<file path="src/rtl/tapdl_pkg.sv">
package tapdl_pkg;
    // Fixed stage count of one unit; the tap address width follows from it.
    localparam int unsigned STAGES = 16;
    localparam int unsigned SEL_W  = $clog2(STAGES);

    typedef logic [SEL_W-1:0] tap_t;
endpackage

</file>
<file path="src/rtl/tapdl_stages.sv">
// One lane: a chain of DEPTH stages, preloaded from INIT, shifted on enable.
module tapdl_stages #(
    parameter int unsigned   DEPTH = 16,
    parameter logic [DEPTH-1:0] INIT = '0
) (
    input  logic             clk,
    input  logic             shift_en,
    input  logic             bit_in,
    output logic [DEPTH-1:0] stages,
    output logic             last_bit
);
    logic [DEPTH-1:0] stg_q = INIT;
    logic             warm  = 1'b0;

    always_ff @(posedge clk) begin
        warm <= 1'b1;
        if (shift_en) begin
            stg_q <= {stg_q[DEPTH-2:0], bit_in};
        end
    end

    assign stages   = stg_q;
    assign last_bit = stg_q[DEPTH-1];

    // entry stage takes the input bit on an enabled edge
    a_r1_entry_load: assert property (@(posedge clk) disable iff (!warm)
        (warm && shift_en) |=> (stg_q[0] == $past(bit_in)));

    // every later stage takes its neighbour's old value
    a_r1_stage_move: assert property (@(posedge clk) disable iff (!warm)
        (warm && shift_en) |=> (stg_q[DEPTH-1:1] == $past(stg_q[DEPTH-2:0])));

    // nothing moves without enable
    a_r6_stage_hold: assert property (@(posedge clk) disable iff (!warm)
        (warm && !shift_en) |=> $stable(stg_q));

    // the cascade bit follows the stage before it one enabled edge later
    a_r4_chain_follow: assert property (@(posedge clk) disable iff (!warm)
        (warm && shift_en) |=> (last_bit == $past(stg_q[DEPTH-2])));
endmodule

</file>
<file path="src/rtl/tapdl_select.sv">
// Combinational read of one stage chosen by the address.
module tapdl_select #(
    parameter int unsigned DEPTH = 16,
    parameter int unsigned SEL_W = 4
) (
    input  logic [DEPTH-1:0] stages,
    input  logic [SEL_W-1:0] sel,
    output logic             picked
);
    always_comb begin
        picked = stages[sel];
    end
endmodule

</file>
<file path="src/rtl/tapdl_outstage.sv">
// Optional output flip-flop: pass-through when ENABLE is 0.
module tapdl_outstage #(
    parameter bit ENABLE = 1'b0
) (
    input  logic clk,
    input  logic shift_en,
    input  logic d,
    output logic q
);
    generate
        if (ENABLE) begin : g_reg
            logic q_r  = 1'b0;
            logic warm = 1'b0;

            always_ff @(posedge clk) begin
                warm <= 1'b1;
                if (shift_en) begin
                    q_r <= d;
                end
            end

            assign q = q_r;

            // register captures the selected stage on an enabled edge
            a_r5_out_capture: assert property (@(posedge clk) disable iff (!warm)
                (warm && shift_en) |=> (q_r == $past(d)));

            // register holds without enable
            a_r6_out_hold: assert property (@(posedge clk) disable iff (!warm)
                (warm && !shift_en) |=> $stable(q_r));
        end else begin : g_wire
            assign q = d;
        end
    endgenerate
endmodule

</file>
<file path="src/rtl/tapdl_line.sv">
// Multi-lane addressable tap delay line with cascade outputs.
module tapdl_line
    import tapdl_pkg::*;
#(
    parameter int unsigned       WIDTH   = 2,
    parameter bit                OUT_REG = 1'b0,
    parameter logic [STAGES-1:0] INIT    = 16'h3C96
) (
    input  logic             clk,
    input  logic             shift_en,
    input  logic [WIDTH-1:0] ser_in,
    input  logic [SEL_W-1:0] tap_sel,
    output logic [WIDTH-1:0] tap_out,
    output logic [WIDTH-1:0] chain_out
);
    generate
        for (genvar k = 0; k < WIDTH; k++) begin : g_lane
            logic [STAGES-1:0] lane_stg;
            logic              lane_pick;

            tapdl_stages #(
                .DEPTH (STAGES),
                .INIT  (INIT)
            ) u_stages (
                .clk      (clk),
                .shift_en (shift_en),
                .bit_in   (ser_in[k]),
                .stages   (lane_stg),
                .last_bit (chain_out[k])
            );

            tapdl_select #(
                .DEPTH (STAGES),
                .SEL_W (SEL_W)
            ) u_select (
                .stages (lane_stg),
                .sel    (tap_sel),
                .picked (lane_pick)
            );

            tapdl_outstage #(
                .ENABLE (OUT_REG)
            ) u_out (
                .clk      (clk),
                .shift_en (shift_en),
                .d        (lane_pick),
                .q        (tap_out[k])
            );
        end
    endgenerate
endmodule

</file>
<file path="config.mk">
export PLATFORM = sky130hd
export DESIGN_NAME = tapdl_line
export DESIGN_NICKNAME = d
export VERILOG_FILES = /design/src/rtl/tapdl_pkg.sv /design/src/rtl/tapdl_stages.sv /design/src/rtl/tapdl_select.sv /design/src/rtl/tapdl_outstage.sv /design/src/rtl/tapdl_line.sv
export SDC_FILE = /design/constraint.sdc
export NUM_CORES = 1
export LEC_CHECK = 0
export BUFFER_PORTS_ARGS = -buffer_cell sky130_fd_sc_hd__buf_2
export CAP_MARGIN = 10
export CELL_PAD_IN_SITES_DETAIL_PLACEMENT = 0
export CELL_PAD_IN_SITES_GLOBAL_PLACEMENT = 1
export CORE_UTILIZATION = 44
export DETAILED_ROUTE_END_ITERATION = 8
export GPL_TIMING_DRIVEN = 1
export PLACE_DENSITY = 0.76
export SYNTH_ARGS = -nofsm -noshare
export SYNTH_HDL_FRONTEND = slang
export SYNTH_SLANG_ARGS = --single-unit
</file>
<file path="constraint.sdc">
create_clock -name clk -period 1.2 [get_ports clk]
set_input_delay 0.12 -clock clk [delete_from_list [all_inputs] [get_ports clk]]
set_output_delay 0.12 -clock clk [all_outputs]
set_load 0.02 [all_outputs]
</file>
==> flow_metrics.env <==
export IMPL_status="finished, violations left"
export IMPL_failed_checks="setup timing"
export IMPL_timing_worst_slew_pin_value_ns=0.181
export IMPL_starting_drt_drc_count=26
export IMPL_synth_area_leader_cell="edfxtp_1"
export IMPL_grt_pass1_wl_um=3190
export IMPL_ys_types=11
export IMPL_syn_nets=65
export IMPL_fin_tns_setup_ns=-1.13
export IMPL_buffer_ports_inserted=11
export IMPL_syn_instance_count=57
export IMPL_postSynthRegisterBits=32
export IMPL_max_cap_viol_count=0
export IMPL_irDropWorstVdd_mv=1.17
export IMPL_synth_area_leaders="edfxtp_1, mux4_1, mux4_2"
export IMPL_grt_start_max_net_pins=33
export IMPL_time_the_worst_path_needs_with_i_o_delays_and_setup_ns=1.77
export IMPL_crit_arrival_ns=1.65
export IMPL_worst_hold_check_path_type="primary input to flop"
export IMPL_numnets_final=91
export IMPL_timing_hold_ws_ns=0.238
export IMPL_clk_latency_ns=0.33
export IMPL_synthesis_area_sq_um=1260
export IMPL_rows=19
export IMPL_detailroute_via_count=609
export IMPL_dpl_hpwl_um=1230
export IMPL_clockRootBuffer="clkbuf_4"
export IMPL_post_synthesis_sequential_area_ratio=0.763
export IMPL_avgRoutedWirePerCell_um=16.2
export IMPL_postSynthAreaPerCell_sq_um=22.1
export IMPL_detailedRoute_firstPassIterationCount=4
export IMPL_drcViolationCount=0
export IMPL_drtAntennaViolNets=0
export IMPL_vias_per_cell=5.34
export IMPL_number_of_top_level_design_ports=12
export IMPL_via_count_of_the_first_global_routing_pass=668
export IMPL_hold_viol=0
export IMPL_pwr_density_cell_nw_per_um2=1390
export IMPL_floorplan_die_width_um=55.5
export IMPL_clock_sinks=32
export IMPL_clock_skew_ns=0.0117
export IMPL_htree_levels=2
export IMPL_yosysTopAreaCellShare=0.763
export IMPL_ys_warnings_count=0
export IMPL_criticalPathCategory="flop to output port"
export IMPL_rsz_0062_raised_after_global_routing="yes"
export IMPL_max_slew_margin_vs_limit=0.879
export IMPL_cts_path_max_buffers=2
export IMPL_dpl_instance_area_sq_um=1410
export IMPL_edff_count_synth=32
export IMPL_static_leakage_power_uw=0.000551
export IMPL_hold_depth=2
export IMPL_nFillCells=216
export IMPL_fp_dieH_um=55.5
export IMPL_synth_async_sr_flop_share=0
export IMPL_congestion_overflow_gr=0
export IMPL_final_weighted_congestion_in_routability_driven_placement=0.710
export IMPL_worst_setup_ep_type="output port"
export IMPL_die_area_sq_um=3080
export IMPL_timing_reg2reg_worst_path_depth=1
export IMPL_final_max_slew_viol_count=0
export IMPL_worst_setup_margin_ns=-0.572
export IMPL_synthMostInstantiatedCell="edfxtp_1"
export IMPL_yosys_top_cells_count="edfxtp_1, buf_4, mux4_1, mux4_2, nand3_1"
export IMPL_design_area_sq_um=1500
export IMPL_setup_viol=2
export IMPL_core_area_sq_um=2730
export IMPL_cts_tree="done"
export IMPL_clock_slew_at_the_register_clock_pins_of_the_worst_setup_and_hold_paths_ns=0.10
export IMPL_maxClockFrequency_ghz=0.564
export IMPL_antenna_diode_count=0
export IMPL_numCtsBuffers=5
export IMPL_flow_area_growth_from_synthesis_pct=18.7
export IMPL_worst_ep_required_time_ns=1.08
export IMPL_final_period_utilization=1.48
export IMPL_critical_path_peak_fanout=2
export IMPL_synth_main_ff_cell="edfxtp_1"
export IMPL_largest_register_ff_count=32
export IMPL_final_layout_size_suffix_gt1_frac=0.410
export IMPL_grt_usage=0.147
export IMPL_antenna_found_initial=0
export IMPL_start_kind="flop"
export IMPL_routed_wl_um=1850
export IMPL_initial_core_util=0.461
## layout by cell type (no fill, tap or decap)
cell type	netlist	routed
mux4_2	4	4
nor2b_1	2	2
edfxtp_1	32	32
a22oi_2	0	1
nor2_1	1	1
nand3_1	4	4
mux4_1	4	4
dlygate4sd3_1	0	2
clkbuf_1	1	1
clkbuf_4	0	5
a22oi_1	2	1
clkinv_2	0	1
buf_4	4	10
nand2_1	2	2
buf_2	0	11
buf_12	0	2
## per-layer routing
layer | vias up | global-route usage | routed length [um]
li1 | 285 | - | -
met1 | 300 | 0.181 | 815
met2 | 17 | 0.220 | 890
met3 | 7 | 0.0492 | 87
met4 | 0 | 0.0964 | 56
met5 | - | 0 | 0
## worst paths after layout
kind                                                    from                           end  slack [ns]
worst max-delay path            g_lane[1].u_stages.stages[3]                    tap_out[1]       -0.57
worst min-delay path                                shift_en  g_lane[0].u_stages.stages[6]        0.24
worst max register to register  g_lane[1].u_stages.stages[2]  g_lane[1].u_stages.stages[3]        0.41
worst min register to register  g_lane[0].u_stages.stages[8]  g_lane[0].u_stages.stages[9]        0.45
## critical path, stage by stage, from the launching register on
cell      delay, ns
edfxtp_1       0.41
mux4_2         0.51
a22oi_2        0.17
nand3_1        0.08
buf_2          0.16
## power by group
group / total (uW) / internal (uW) / switching [uW]
Sequential: 1330 / 1300 / 28.7
Combinational: 195 / 108 / 87.3
Clock: 549 / 215 / 333
## cells by family after synthesis
logic type      share of synthesized area
flops                               0.763
buf+inv                            0.0357
simple gates                       0.0348
compound gates                     0.0119
mux                                 0.155
## per-stage QoR
| stage | setup WS [ns] | power [uW] | std cells | utilization |
|---|---|---|---|---|
| 2_1_floorplan | -0.134 | 1460 | 57 | - |
| 3_3_place_gp | -0.224 | 1540 | 103 | 0.515 |
| 3_5_place_dp | -0.263 | 1540 | 103 | 0.515 |
| 4_1_cts | -0.603 | 2100 | 112 | 0.541 |
| 5_1_grt | -0.672 | 2160 | 114 | 0.547 |
| 6_report | -0.572 | 2080 | 114 | 0.547 |
## final cells by class
| type | instances | area, sq um | share of cell area |
|---|---|---|---|
| clock inverter | 1 | 5.00 | 0.00335 |
| clock buffer | 6 | 41.3 | 0.0276 |
| tap | 31 | 38.8 | 0.0259 |
| sequential | 32 | 961 | 0.643 |
| timing repair buffer | 25 | 190 | 0.127 |
| multi-input combinational | 19 | 259 | 0.173 |
## what timing repair did
action / CTS / global route
resized for setup: 1 / 0
hold endpoints to repair: 2 / 0
buffers inserted: 0 / 2
hold buffers: 2 / 0
endpoints found under the setup margin: 2 / 2
Note: power is estimated with default switching activity, not from simulation.
